### config.mk
export PLATFORM = sky130hd
export DESIGN_NAME = rx_ring_writer
export DESIGN_NICKNAME = d
export VERILOG_FILES = /design/src/rtl/rxr_pkg.sv /design/src/rtl/rxr_hostptr.sv /design/src/rtl/rxr_space.sv /design/src/rtl/rxr_writer.sv /design/src/rtl/rx_ring_writer.sv
export SDC_FILE = /design/constraint.sdc
export NUM_CORES = 1
export LEC_CHECK = 0
export ABC_AREA = 0
export BUFFER_PORTS_ARGS = -buffer_cell sky130_fd_sc_hd__buf_2
export CAP_MARGIN = 30
export CORE_MARGIN = 1.5
export CORE_UTILIZATION = 57
export DETAILED_ROUTE_END_ITERATION = 8
export GPL_TIMING_DRIVEN = 0
export PLACE_DENSITY = 0.88
export SYNTH_ARGS = -nofsm -noshare
export SYNTH_HDL_FRONTEND = slang
export SYNTH_HIERARCHICAL = 1
export SYNTH_SLANG_ARGS = --single-unit
### constraint.sdc
create_clock -name clk -period 4.9 [get_ports clk]
set_clock_uncertainty 0.05 [all_clocks]
set_input_delay 0.49 -clock clk [delete_from_list [all_inputs] [get_ports clk]]
set_output_delay 0.49 -clock clk [all_outputs]
set_load 0.05 [all_outputs]
### src/rtl/rxr_pkg.sv
package rxr_pkg;
    typedef enum logic [2:0] {
        WS_ARM,
        WS_IDLE,
        WS_COPY,
        WS_DROP,
        WS_SEAL
    } wr_state_e;

    localparam int          ERR_W    = 5;
    localparam logic [15:0] BUSY_LEN = 16'hFFF0;
endpackage

### src/rtl/rxr_hostptr.sv
module rxr_hostptr #(
    parameter int AW   = 8,
    parameter int BIAS = 16
) (
    input  logic          clk,
    input  logic          rst_n,
    input  logic          we,
    input  logic [15:0]   val,
    output logic [AW-1:0] rd_off
);
    logic [AW-1:0] rd_d, rd_q;
    logic [15:0]   sum;
    logic          sum_unused;

    assign sum        = val + 16'(BIAS);
    assign sum_unused = ^sum;

    always_comb begin
        rd_d = rd_q;
        if (we) rd_d = sum[AW-1:0];
    end

    always_ff @(posedge clk) begin
        if (!rst_n) rd_q <= '0;
        else        rd_q <= rd_d;
    end

    assign rd_off = rd_q;
endmodule

### src/rtl/rxr_space.sv
module rxr_space #(
    parameter int AW = 8
) (
    input  logic [AW-1:0] wp,
    input  logic [AW-1:0] rd,
    output logic          empty,
    output logic [AW:0]   free
);
    logic [AW-1:0] diff;

    assign diff  = rd - wp;
    assign empty = (diff == '0);
    assign free  = empty ? {1'b1, {AW{1'b0}}} : {1'b0, diff};
endmodule

### src/rtl/rxr_writer.sv
module rxr_writer
    import rxr_pkg::*;
#(
    parameter int AW = 8
) (
    input  logic             clk,
    input  logic             rst_n,
    input  logic             in_valid,
    input  logic [7:0]       in_data,
    input  logic             in_last,
    input  logic [ERR_W-1:0] in_err,
    input  logic [AW:0]      free,
    output logic [AW-1:0]    wp,
    output logic             mem_we,
    output logic [AW-3:0]    mem_addr,
    output logic [3:0]       mem_be,
    output logic [31:0]      mem_wdata,
    output logic             ev_ok,
    output logic             ev_err,
    output logic             ev_ovf
);
    typedef struct packed {
        wr_state_e        st;
        logic [AW-1:0]    wp;
        logic [AW-1:0]    cur;
        logic [15:0]      cnt;
        logic [ERR_W-1:0] err;
        logic             mem_we;
        logic [AW-3:0]    mem_addr;
        logic [3:0]       mem_be;
        logic [31:0]      mem_wdata;
        logic             ev_ok;
        logic             ev_err;
        logic             ev_ovf;
    } wr_regs_t;

    wr_regs_t      d, q;
    logic [AW-1:0] base_cur;
    logic [15:0]   base_cnt;
    logic [17:0]   need;
    logic          fits;
    logic [17:0]   rec;
    logic          rec_unused;
    logic [15:0]   status;

    assign rec_unused = ^rec;

    always_comb begin
        d        = q;
        d.mem_we = 1'b0;
        d.ev_ok  = 1'b0;
        d.ev_err = 1'b0;
        d.ev_ovf = 1'b0;

        base_cur = (q.st == WS_IDLE) ? q.wp + AW'(4) : q.cur;
        base_cnt = (q.st == WS_IDLE) ? 16'd0 : q.cnt;
        need     = 18'(base_cnt) + 18'd9;
        fits     = (need <= 18'(free));
        rec      = (18'(q.cnt) + 18'd7) & ~18'd3;
        status   = {10'd0, q.err, ~|q.err};

        unique case (q.st)
            WS_ARM: begin
                d.mem_we    = 1'b1;
                d.mem_addr  = q.wp[AW-1:2];
                d.mem_be    = 4'hF;
                d.mem_wdata = {BUSY_LEN, 16'h0000};
                d.st        = WS_IDLE;
            end
            WS_IDLE, WS_COPY: begin
                if (in_valid) begin
                    if (fits) begin
                        d.mem_we    = 1'b1;
                        d.mem_addr  = base_cur[AW-1:2];
                        d.mem_be    = 4'b0001 << base_cur[1:0];
                        d.mem_wdata = {4{in_data}};
                        d.cur       = base_cur + AW'(1);
                        d.cnt       = base_cnt + 16'd1;
                        if (in_last) begin
                            d.err = in_err;
                            d.st  = WS_SEAL;
                        end else begin
                            d.st  = WS_COPY;
                        end
                    end else begin
                        d.ev_ovf = 1'b1;
                        d.st     = in_last ? WS_IDLE : WS_DROP;
                    end
                end
            end
            WS_DROP: begin
                if (in_valid && in_last) d.st = WS_IDLE;
            end
            WS_SEAL: begin
                d.mem_we    = 1'b1;
                d.mem_addr  = q.wp[AW-1:2];
                d.mem_be    = 4'hF;
                d.mem_wdata = {q.cnt, status};
                d.wp        = q.wp + rec[AW-1:0];
                d.ev_ok     = ~|q.err;
                d.ev_err    = |q.err;
                d.st        = WS_ARM;
            end
            default: d.st = WS_ARM;
        endcase
    end

    always_ff @(posedge clk) begin
        if (!rst_n) begin
            q    <= '0;
            q.st <= WS_ARM;
        end else begin
            q    <= d;
        end
    end

    assign wp        = q.wp;
    assign mem_we    = q.mem_we;
    assign mem_addr  = q.mem_addr;
    assign mem_be    = q.mem_be;
    assign mem_wdata = q.mem_wdata;
    assign ev_ok     = q.ev_ok;
    assign ev_err    = q.ev_err;
    assign ev_ovf    = q.ev_ovf;
endmodule

### src/rtl/rx_ring_writer.sv
module rx_ring_writer
    import rxr_pkg::*;
#(
    parameter int RING_AW = 8,
    parameter int RD_BIAS = 16
) (
    input  logic               clk,
    input  logic               rst_n,
    input  logic               rx_valid,
    input  logic [7:0]         rx_byte,
    input  logic               rx_last,
    input  logic [ERR_W-1:0]   rx_err,
    input  logic               host_rd_we,
    input  logic [15:0]        host_rd_val,
    output logic               ring_empty,
    output logic [RING_AW-1:0] wr_off,
    output logic               mem_we,
    output logic [RING_AW-3:0] mem_waddr,
    output logic [3:0]         mem_be,
    output logic [31:0]        mem_wdata,
    output logic               ev_rx_ok,
    output logic               ev_rx_err,
    output logic               ev_overflow
);
    logic [RING_AW-1:0] rd_off;
    logic [RING_AW:0]   free_bytes;

    rxr_hostptr #(.AW(RING_AW), .BIAS(RD_BIAS)) u_hostptr (
        .clk    (clk),
        .rst_n  (rst_n),
        .we     (host_rd_we),
        .val    (host_rd_val),
        .rd_off (rd_off)
    );

    rxr_space #(.AW(RING_AW)) u_space (
        .wp    (wr_off),
        .rd    (rd_off),
        .empty (ring_empty),
        .free  (free_bytes)
    );

    rxr_writer #(.AW(RING_AW)) u_writer (
        .clk       (clk),
        .rst_n     (rst_n),
        .in_valid  (rx_valid),
        .in_data   (rx_byte),
        .in_last   (rx_last),
        .in_err    (rx_err),
        .free      (free_bytes),
        .wp        (wr_off),
        .mem_we    (mem_we),
        .mem_addr  (mem_waddr),
        .mem_be    (mem_be),
        .mem_wdata (mem_wdata),
        .ev_ok     (ev_rx_ok),
        .ev_err    (ev_rx_err),
        .ev_ovf    (ev_overflow)
    );
endmodule

# Word level (Yosys, flattened, before mapping)
# Cells that the tools add are included.
# totals
regBits,94
inputBits,34
out_inout_bits,55
wordCells,56
# classes
addsub,8
order_cmp,1
n_eq_ne,7
shifts,1
mux,13
reduce_logical,13
# ops
operator,count
one-hot mux 43 bit (3 select lines),1
2-to-1 mux 43 bit,2
<= comparator 18 x 9 -> 1 bit,1
"adder 16 x 4 -> 17 bit, second input constant",1
"adder 16 x 1 -> 16 bit, second input constant",1
"adder 8 x 3 -> 8 bit, second input constant",2
2-to-1 mux 16 bit,1
2-to-1 mux 3 bit,4
2-to-1 mux 9 bit,1
one-hot mux 3 bit (3 select lines),1
AND reduction 3 bit,3
"adder 8 x 1 -> 8 bit, second input constant",1
"adder 8 x 5 -> 8 bit, second input constant",1
adder 8 bit,1
zero test 8 bit,1
2-to-1 mux 8 bit,1
subtractor 8 bit,1
"equality test 3 x 2 -> 1 bit, second input constant",2
OR reduction 5 bit,1
"!= test 2 x 1 -> 1 bit, second input constant",2
AND reduction 2 bit,2
AND reduction 4 bit,1
"<< shifter 1 x 2 -> 4 bit, first input constant",1
"equality test 3 x 1 -> 1 bit, second input constant",1
other kinds (9),9

# Logic depth before layout (Yosys ltp)
# depth
depth_word,7
depth_mapped,20
mapped_depth_nobuf,17

# Modules after synthesis
# The synthesis kept the hierarchy.
# modules_own_cells
module,n_inst,cells_each,area_each_um2,seq_area_each_um2
rxr_writer,1,529,4569.4,1641.6
rxr_space,1,56,407.9,0.0
rxr_hostptr,1,29,325.3,160.2

# Worst setup path before layout
# Ideal clock, no wire load.
# synth_timing
path_type,register -> register
startpoint,register u_writer.q (netlist bit u_writer/wp[5])
endpoint,register u_writer.q (netlist bit u_writer/mem_wdata[1])
setup_time_ps,122
t_arrival_ps,4956
t_required_ps,4728
setup_slack_ps,-227
stages_incl_launch_ff,21
path_buffers,4
period_less_slack_ps,5127
cell_sequence,dfxtp_1 -> buf_4 -> inv_1 -> ha_1 -> inv_2 -> nor2_1 -> a221oi_1 -> nand3_1 -> nor4b_2 -> buf_4 -> inv_1 -> ha_1 -> nand2_1 -> nor3_1 -> and4_1 -> a21oi_1 -> o41a_1 -> and3_1 -> buf_6 -> buf_6 -> a221o_1
# synth_via
elab_chain_cells,6
# synth_rtl
item,line_no,source
"start, declared",rxr_writer.sv:37,"wr_regs_t d, q;"
subtractor 8 bit *,rxr_space.sv:11,assign diff = rd - wp;
zero test 8 bit,rxr_space.sv:12,assign empty = (diff == '0);
2-to-1 mux 9 bit *,rxr_space.sv:13,"assign free = empty ? {1'b1, {AW{1'b0}}} : {1'b0, diff};"
net free_bytes[6],rx_ring_writer.sv:26,logic [RING_AW:0] free_bytes;
<= comparator 18 x 9 -> 1 bit *,rxr_writer.sv:58,fits = (need <= 18'(free));
!= test 2 x 1 -> 1 bit (no source line) *,--,
AND reduction 3 bit (no source line) *,--,
# Mark *: on every way through the listed nets, which the timed path passes. The rest lies on a longest branch.
# A chain may end at the register's enable or synchronous reset.

# Final worst setup path
# layout_timing
startpoint,register u_writer.q (netlist bit u_writer/wp[3])
endpoint,register u_writer.q (netlist bit u_writer/mem_addr[3])
# Same word-level chain as after synthesis.

==> flow_metrics.py <==
metrics = {
    "critical_path": {
        "reg2reg_setup_slack_ps": 220,
        "critPathTopFamily": "compound AO/OA/AOI/OAI gates",
        "cp_slowest_cell": "dfxtp_1",
        "worstSetupEndpointType": "register",
        "crit_buf_inv": 6,
        "cp.depth": 20,
        "worstPathArrival_ps": 4880,
        "required_ps": 5100,
        "crit_chain": "buf_4 -> inv_1 -> ha_1 -> o21ai_2 -> a21oi_2 -> a41oi_2 -> xnor2_1 -> nor4b_4 -> buf_4 -> inv_1 -> ha_1 -> nand2_1 -> nor3_1 -> and4_1 -> a21oi_2 -> o41a_1 -> and3_1 -> buf_6 -> buf_6 -> a221o_1",
        "cp_slowest_stage_delay_ps": 510,
        "crit_type": "reg2reg",
        "r2r_cells": 20,
        "crit_fanout": 10,
        "cp-start-kind": "register",
    },
    "sta": {
        "hold-worst-slack_ps": 279,
        "max_freq_mhz": 214,
        "setup-violations-final": 0,
        "finalHoldViolCount": 0,
        "finalCritPeriodShare": 0.955,
        "slew_headroom": 0.467,
        "worst_pin_slew_ps": 796,
        "rsz0062_at_grt": "false",
        "period_needed_ps": 4680,
        "drv_slew": 0,
    },
    "place": {
        "dp_cells": 804,
        "gp_congestion": 0.951,
        "port_buffers": 78,
        "postPlaceCellArea_sq_um": 5840,
        "dp_hpwl_um": 9760,
    },
    "die": {
        "die_area_sq_um": 9890,
        "start_util": 0.582,
        "coreArea_sq_um": 9110,
        "die_h_um": 99.5,
        "die_w_um": 99.5,
        "placementRows": 35,
        "io_pins": 89,
    },
    "detailed_routing": {
        "drc": 0,
        "dr_wl_met3_um": 687,
        "routedWlPerCell_um": 15.8,
        "first_pass_iters": 6,
        "drt_wl_total_um": 13000,
        "wl_met1_um": 5620,
        "postRouteAntennaNets": 0,
        "wl_met2_um": 6310,
        "maxUsedRoutingLayer": "met4",
        "vias_per_cell": 5.83,
        "drt_iter0_drc": 454,
        "via_count": 4787,
    },
    "power": {
        "leakage_nw": 2.84,
        "comb_power_share": 0.291,
        "p_sw_mw": 0.687,
        "clkPwrFrac": 0.274,
        "p_int_mw": 1.18,
        "p_per_area_nw_per_um2": 307,
        "p_seq_frac": 0.436,
        "p_sw_frac": 0.368,
        "totalPowerFinal_mw": 1.87,
        "vdd_ir_drop_max_mv": 0.159,
    },
    "clock_tree": {
        "holdBufCountCts": 0,
        "cts_tree": "built",
        "cts_buffer_depth": 2,
        "cts.sinks": 90,
        "cts_root_buf": "clkbuf_8",
        "cts_buffers": 9,
        "path_clk_slew_ps": 100,
        "cts_max_level": 3,
        "insertion_delay_ps": 370,
    },
    "cells_and_area": {
        "finish.utilization": 0.668,
        "fin_area_sq_um": 6080,
        "nFillCells": 763,
        "drive_gt1_frac": 0.266,
        "num_antenna_cells": 0,
        "stdcell_count": 821,
        "nets": 769,
        "syn_to_final_growth_pct": 14.7,
    },
    "yosys": {
        "synthAdderAreaFrac": 0.0736,
        "synth-edff-count": 0,
        "synth.top_cells.by_count": "dfxtp_1, nand2_1, buf_4",
        "synth_compound_area_frac": 0.194,
        "ys_ff_latch": 90,
        "yosys_most_used_dff": "dfxtp_1",
        "syn_area_sq_um": 5300,
        "yosysSeqAreaShare": 0.340,
        "synth.area.mux_share": 0.0245,
        "syn_avg_cell_area_sq_um": 8.64,
        "yosys_warnings": 6,
        "yosys.area_share.simple": 0.183,
        "synth_xor_area_frac": 0.0529,
        "netlist_instances": 614,
        "ys_types": 65,
        "async_reset_ff_frac": 0,
        "synth_top_area_cell": "dfxtp_1",
        "synth_area_leaders": "dfxtp_1, buf_4, ha_1, a221o_1, xnor2_1",
        "synthDominantCellAreaShare": 0.340,
        "post-synth-top-count-cell": "dfxtp_1",
        "synth_top_family_by_area": "compound AO/OA/AOI/OAI gates",
    },
    "global_route": {
        "grt_max_degree": 20,
        "grt_pass1_wl_um": 21400,
        "antenna_found_initial": 0,
        "grt.total_usage": 0.268,
        "overflow": 0,
        "grt_pass1_vias": 4620,
    },
    "hold_path": {
        "whs_path_depth": 2,
        "hold_path_class": "in2reg",
    },
    "run_status": {
        "status": "completed",
    },
    "job": {
        "drv_cap": 0,
    },
}
## worst paths after layout
kind                               from               endpoint
setup reg to reg         u_writer/wp[3]   u_writer/mem_addr[3]
hold / removal                  rx_last         u_writer/q[84]
hold reg to reg   u_writer/mem_wdata[9]  u_writer/mem_wdata[9]
setup / recovery         u_writer/wp[3]   u_writer/mem_addr[3]
## state kept, by name, summed over array words and instances, names as in the netlist
name and count:
u_hostptr/rd_off 8, u_writer/q 32, u_writer/ev_err 1, u_writer/ev_ok 1
u_writer/mem_be 4, u_writer/wp 6, u_writer/mem_addr 6, u_writer/mem_we 1
u_writer/mem_wdata 30, u_writer/ev_ovf 1
## what timing repair did
action / in CTS / in global routing
setup endpoints to repair: 68 / 58
buffers inserted: 1 / 0
gates resized for setup: 2 / 8
## layout make-up
class / instances / area, sq um / area share
clock buffer: 9 / 124 / 0.0204
timing repair buffer: 79 / 398 / 0.0654
tap: 111 / 139 / 0.0228
sequential: 90 / 1800 / 0.297
clock inverter: 7 / 83.8 / 0.0138
buffer: 89 / 577 / 0.0948
multi-input combinational: 403 / 2830 / 0.466
inverter: 33 / 124 / 0.0204
## metrics by stage
stage	TNS, ps	setup slack [ps]
after floorplan	0	91.3
after detailed placement	-7240	-225
final	0	220
after global routing	0	17.5
after global placement	-4030	-135
after CTS	0	179
## power groups by stage
stage	combinational (mW)	clock [mW]	sequential [mW]
after floorplan	0.415	0	0.824
after global placement	0.512	0	0.827
after detailed placement	0.530	0	0.830
after CTS	0.536	0.520	0.813
after global routing	0.582	0.547	0.819
final	0.543	0.511	0.813
## metal layers
| metal | vias to the layer above | global-route usage |
|---|---|---|
| met1 | 2277 | 0.335 |
| met5 | - | 0 |
| met2 | 184 | 0.468 |
| met4 | 0 | 0.107 |
| li1 | 2288 | - |
| met3 | 38 | 0.0358 |
## cells in the final DEF (no fill, tap or decap), types with 9 or more instances in the layout
cell type,n
buf_4,53
and2_1,11
a211oi_1,10
nand2_1,53
clkbuf_1,19
nand2b_1,13
mux2i_1,13
o21ai_0,16
and3_1,12
nor2_1,38
clkbuf_8,9
buf_2,89
inv_1,32
a21oi_1,36
xnor2_1,24
nor3_1,17
a221o_1,24
ha_1,28
a21o_1,9
dfxtp_1,88
## kinds of logic (layout without fill, tap and decap cells)
group | after synthesis | count (layout)
and+or+nand+nor | 189 | 189
AOI/OAI and AO/OA | 137 | 137
buffers and inverters | 122 | 217
DFF | 90 | 90
xor gates and xnor gates | 32 | 32
adders and majority gates | 30 | 30
muxes | 13 | 13
other | 1 | 2
## worst reg2reg max path, stage by stage (launching register included)
cell and delay, ps:
dfxtp_1 510, buf_4 180, inv_1 40, ha_1 370, o21ai_2 90, a21oi_2 180, a41oi_2 150, xnor2_1 210
nor4b_4 300, buf_4 150, inv_1 40, ha_1 310, nand2_1 70, nor3_1 250, and4_1 240, a21oi_2 100
o41a_1 480, and3_1 190, buf_6 140, buf_6 150, a221o_1 350
(Power assumes the default switching activity.)
